File: config.mk
export PLATFORM = sky130hd
export DESIGN_NAME = cpu_softirq_reg
export DESIGN_NICKNAME = d
export VERILOG_FILES = /design/src/rtl/cpu_softirq_pkg.sv /design/src/rtl/softirq_wr_decode.sv /design/src/rtl/softirq_pend_store.sv /design/src/rtl/softirq_rd_port.sv /design/src/rtl/cpu_softirq_reg.sv
export SDC_FILE = /design/constraint.sdc
export NUM_CORES = 1
export LEC_CHECK = 0
export CAP_MARGIN = 20
export CORE_ASPECT_RATIO = 1.4
export CORE_MARGIN = 2
export CORE_UTILIZATION = 39
export CTS_BUF_LIST = sky130_fd_sc_hd__clkbuf_4 sky130_fd_sc_hd__clkbuf_8
export CTS_CLUSTER_SIZE = 8
export DETAILED_ROUTE_END_ITERATION = 7
export PLACE_DENSITY = 0.88
export SYNTH_ARGS = -nofsm -noshare
export SYNTH_HDL_FRONTEND = slang
export SYNTH_SLANG_ARGS = --single-unit
File: constraint.sdc
create_clock -name clk -period 1.6 [get_ports clk]
set_input_delay 0.24 -clock clk [delete_from_list [all_inputs] [get_ports clk]]
set_output_delay 0.24 -clock clk [all_outputs]
set_load 0.01 [all_outputs]
File: src/rtl/cpu_softirq_pkg.sv
package cpu_softirq_pkg;
  localparam int OFF_W = 2;

  typedef enum logic [OFF_W-1:0] {
    OFF_PEND = 2'd0,
    OFF_CLR  = 2'd1,
    OFF_SET  = 2'd2,
    OFF_NONE = 2'd3
  } reg_off_e;
endpackage

File: src/rtl/softirq_wr_decode.sv
module softirq_wr_decode
  import cpu_softirq_pkg::*;
#(
  parameter int                 DATA_W    = 32,
  parameter logic [DATA_W-1:0]  SOFT_MASK = 32'hFFFE_0000,
  parameter int                 LINK_SRC  = 14,
  parameter int                 LINK_DST  = 31
) (
  input  logic              wr_en,
  input  logic [OFF_W-1:0]  wr_off,
  input  logic [DATA_W-1:0] wr_data,
  output logic [DATA_W-1:0] set_mask,
  output logic [DATA_W-1:0] clr_mask
);
  localparam logic [DATA_W-1:0] LINK_BIT = DATA_W'(1) << LINK_DST;

  logic [DATA_W-1:0] clr_raw;

  always_comb begin
    clr_raw = wr_data;
    if (wr_data[LINK_SRC]) clr_raw = clr_raw | LINK_BIT;
  end

  always_comb begin
    set_mask = '0;
    clr_mask = '0;
    if (wr_en && (wr_off == OFF_SET)) set_mask = wr_data & SOFT_MASK;
    if (wr_en && (wr_off == OFF_CLR)) clr_mask = clr_raw & SOFT_MASK;
  end
endmodule

File: src/rtl/softirq_pend_store.sv
module softirq_pend_store #(
  parameter int                DATA_W    = 32,
  parameter logic [DATA_W-1:0] SOFT_MASK = 32'hFFFE_0000
) (
  input  logic              clk,
  input  logic              rst,
  input  logic [DATA_W-1:0] sw_set,
  input  logic [DATA_W-1:0] sw_clr,
  input  logic [DATA_W-1:0] hw_set,
  input  logic [DATA_W-1:0] hw_clr,
  output logic [DATA_W-1:0] pend_q
);
  logic [DATA_W-1:0] after_sw;
  logic [DATA_W-1:0] pend_d;

  // software first, router last
  always_comb begin
    after_sw = (pend_q | sw_set) & ~sw_clr;
    pend_d   = (after_sw & ~hw_clr) | hw_set;
  end

  always_ff @(posedge clk) begin
    if (rst) pend_q <= '0;
    else     pend_q <= pend_d;
  end

  p_hw_set_r8: assert property (@(posedge clk) disable iff (rst)
    (hw_set != '0) |=> ((pend_q & $past(hw_set)) == $past(hw_set)));

  p_hw_clr_r8: assert property (@(posedge clk) disable iff (rst)
    ((hw_clr & ~hw_set) != '0) |=> ((pend_q & $past(hw_clr & ~hw_set)) == '0));

  p_low_bits_r6: assert property (@(posedge clk) disable iff (rst)
    (((hw_set | hw_clr) & ~SOFT_MASK) == '0) |=> ((pend_q & ~SOFT_MASK) == ($past(pend_q) & ~SOFT_MASK)));

  p_sw_set_r3: assert property (@(posedge clk) disable iff (rst)
    (sw_set != '0) |=> ((pend_q & $past(sw_set & ~hw_clr)) == $past(sw_set & ~hw_clr)));

  p_sw_clr_r4: assert property (@(posedge clk) disable iff (rst)
    (sw_clr != '0) |=> ((pend_q & $past(sw_clr & ~hw_set)) == '0));
endmodule

File: src/rtl/softirq_rd_port.sv
module softirq_rd_port
  import cpu_softirq_pkg::*;
#(
  parameter int DATA_W = 32
) (
  input  logic              clk,
  input  logic              rst,
  input  logic [OFF_W-1:0]  rd_off,
  input  logic [DATA_W-1:0] pend_q,
  output logic [DATA_W-1:0] rd_q
);
  always_ff @(posedge clk) begin
    if (rst)                     rd_q <= '0;
    else if (rd_off == OFF_PEND) rd_q <= pend_q;
    else                         rd_q <= '0;
  end

  p_rd_zero_r2: assert property (@(posedge clk) disable iff (rst)
    (rd_off != OFF_PEND) |=> (rd_q == '0));

  p_rd_word_r2: assert property (@(posedge clk) disable iff (rst)
    (rd_off == OFF_PEND) |=> (rd_q == $past(pend_q)));
endmodule

File: src/rtl/cpu_softirq_reg.sv
module cpu_softirq_reg
  import cpu_softirq_pkg::*;
#(
  parameter int                DATA_W    = 32,
  parameter logic [DATA_W-1:0] SOFT_MASK = 32'hFFFE_0000,
  parameter int                LINK_SRC  = 14,
  parameter int                LINK_DST  = 31
) (
  input  logic              clk,
  input  logic              rst,
  input  logic              wr_en,
  input  logic [1:0]        wr_off,
  input  logic [DATA_W-1:0] wr_data,
  input  logic [1:0]        rd_off,
  output logic [DATA_W-1:0] rd_data,
  input  logic [DATA_W-1:0] hw_set,
  input  logic [DATA_W-1:0] hw_clr,
  output logic [DATA_W-1:0] pend
);
  logic [DATA_W-1:0] sw_set_m;
  logic [DATA_W-1:0] sw_clr_m;

  softirq_wr_decode #(
    .DATA_W(DATA_W), .SOFT_MASK(SOFT_MASK),
    .LINK_SRC(LINK_SRC), .LINK_DST(LINK_DST)
  ) u_dec (
    .wr_en(wr_en), .wr_off(wr_off), .wr_data(wr_data),
    .set_mask(sw_set_m), .clr_mask(sw_clr_m)
  );

  softirq_pend_store #(.DATA_W(DATA_W), .SOFT_MASK(SOFT_MASK)) u_store (
    .clk(clk), .rst(rst),
    .sw_set(sw_set_m), .sw_clr(sw_clr_m),
    .hw_set(hw_set), .hw_clr(hw_clr),
    .pend_q(pend)
  );

  softirq_rd_port #(.DATA_W(DATA_W)) u_rd (
    .clk(clk), .rst(rst), .rd_off(rd_off),
    .pend_q(pend), .rd_q(rd_data)
  );

  p_link_clear_r5: assert property (@(posedge clk) disable iff (rst)
    (wr_en && wr_off == 2'd1 && wr_data[LINK_SRC] && !hw_set[LINK_DST]) |=> !pend[LINK_DST]);

  p_dead_offsets_r7: assert property (@(posedge clk) disable iff (rst)
    (wr_en && (wr_off == 2'd0 || wr_off == 2'd3) && hw_set == '0 && hw_clr == '0) |=> $stable(pend));
endmodule

==> run summary <==
post-route cell area - 4210 um2
vias in the first global route - 2377
r2r endpoint - u_store.pend_q[19]
Worst path slowest cell - clkdlybuf4s50_1
Rows - 33
post-synthesis cell area - 2420 um2
worst hold margin - 0.274 ns
clk slew on worst S/H paths - 0.07 ns
final hold violation count - 0
CTS tree - done
Tmin final - 1.52 ns
htree depth - 3
critical path's largest stage delay - 0.56 ns
Die W - 70.5 um
Syn Inst Count - 251
drt via density - 4.92
crit end category - output port
Tcrit/Tclk final - 95.0%
post-CTS sizing - 0
Power per Cell Area - 877 nW/um2
most frequent cells in the layout - 149 x clkdlybuf4s50_1, 64 x dfxtp_1, 32 x and2_1
initial drt markers - 75
root buffer cell - clkbuf_8
dpl hpwl - 5300 um
met3 Track Usage GR - 6.95%
met1 Usage GRT - 20.8%
Worst Skew - 0.00455 ns
Hold WC Path Type - in -> reg
# DRC - 0
fin cells - 480
crit-path max FO - 4
fillers - 451
Yosys reg bits - 64
commonest non-fill, non-tap cell in the layout - clkdlybuf4s50_1
share of post-route cells with drive strength above 1 - 9.76%
fin nets - 508
highest clock rate - 658 MHz
wire length per cell - 14.5 um
initial antenna violation count - 0
Critical Path Start Type - register
peak supply drop - 707 uV
Unique masters post-synth - 18
gp weighted congestion - 0.769
postcts setup bufs - 0
reg2reg setup slack - 0.81 ns
Die H - 97.2 um
Post-Place Cell Area - 4020 um2
Worst-Skew Late Latency - 0.33 ns
clock sinks - 64
max-cap check violation count - 0
setup violators final - 0
Die Area - 6850 um2
r2r startpoint - u_store.pend_q[19]
critical path class - reg -> out
setup ws final - 0.0796 ns
Core Region - 5950 um2
hold_buf cts - 0
gr ovfl total - 0
Slew headroom - 78.2%
CTS Buf Count - 9
area delta synth->final - 74.3%
first drt pass iteration count - 4
fin. max-slew vios - 0
crit path cell chain - clkdlybuf4s50_1
Top-Level Pins - 167
Ant. Diodes - 0
Syn. warnings - 0
global-route wire length before repair - 11100 um
Slew @ Worst Pin - 0.327 ns
Power Total - 3.70 mW
CP Data Required Time - 1.36 ns
arrival time at the worst endpoint - 1.28 ns
post-placement cell count - 464
Critical path buffers and inverters - 1
Starting Density - 40.7%
clk buf depth - 2
RSZ-0062 raised after global routing - false
leak pwr - 1.76 nW
grt met2 use - 38.4%
drt total wl - 6970 um
pin count of the biggest net entering global routing - 33
sequential area share after synthesis - 53.0%
min-delay src - rst
R2R depth - 2
final core occ - 70.9%
Vias - 2363
global route hottest layer - met2
Worst path top cell family by delay - buffers and inverters
Antenna Nets Post-Route - 0
setup TNS - 0 ns
syn nets - 354
pre-CTS setup slack - 0.114 ns
Hold Crit Depth - 2
post-synthesis area per instance - 9.63 um2
Hold Path End - u_store.pend_q[13]
status - complete, no violations
gr usage total - 20.6%
port bufs - 150
[worst reg2reg max path: stages, from the launching register on]
cell and delay, ns:
dfxtp_1 0.39, a21oi_1 0.10, a221oi_2 0.22
[layer usage]
metal,up-vias,share of wire [%]
met4,0,2.1
met1,1089,37
met5,-,0
met2,105,53
li1,1156,-
met3,13,7.2
[area by class of cell]
class                   count  area, um2  area share [%]
clock buffers              10        131            3.12
inverters                  31        116            2.76
multi-input cells         142        951            22.6
flip-flops and latches     64       1280            30.4
clock inverters             6       60.1            1.43
repair buffers            157       1590            37.6
well taps                  70       87.6            2.08
[registers in the layout, indices dropped and copies added (netlist names)]
name / count
u_rd.rd_q: 32
u_store.pend_q: 32
[worst max-delay path by stage]
stage / startpoint / end / slack [ns] / cells after the start
CTS: u_store.pend_q[17] / pend[17] / 0.06 / 1
detailed placement: wr_off[0] / u_store.pend_q[31] / 0.11 / 5
floorplan: wr_off[0] / u_store.pend_q[31] / 0.68 / 4
global placement: wr_off[0] / u_store.pend_q[31] / 0.12 / 5
global route: u_store.pend_q[19] / pend[19] / 0.02 / 1
finish: u_store.pend_q[19] / pend[19] / 0.08 / 1
[synthesized netlist by cell type]
library cell,count,area share [%]
o211ai_1,1,0.31
buf_2,10,2.1
and2_1,32,8.3
inv_1,31,4.8
o22ai_1,1,0.26
clkbuf_2,3,0.62
and3b_1,14,5.1
nand3_1,14,2.9
nor2_1,17,2.6
and4b_1,1,0.41
o21ai_1,14,2.9
nand2b_1,1,0.26
buf_1,1,0.16
dfxtp_1,64,53
o31ai_2,1,0.52
a221oi_2,14,8.7
a21oi_1,31,6.4
nor3_4,1,0.67
[power by group]
part	switching (mW)	internal, mW	total [mW]
logic	0.237	0.407	0.644
registers	0.0497	1.67	1.72
clock network	0.607	0.728	1.33
total	0.894	2.80	3.70
[cells by family after synthesis]
kind of cell           count (synthesis)  share of synthesized area [%]
buffers and inverters                 45                           7.66
AOI/OAI and AO/OA                     62                           19.1
DFF                                   64                           53.0
and+or+nand+nor                       80                           20.2
No activity file was read; power rests on OpenSTA's default activity.
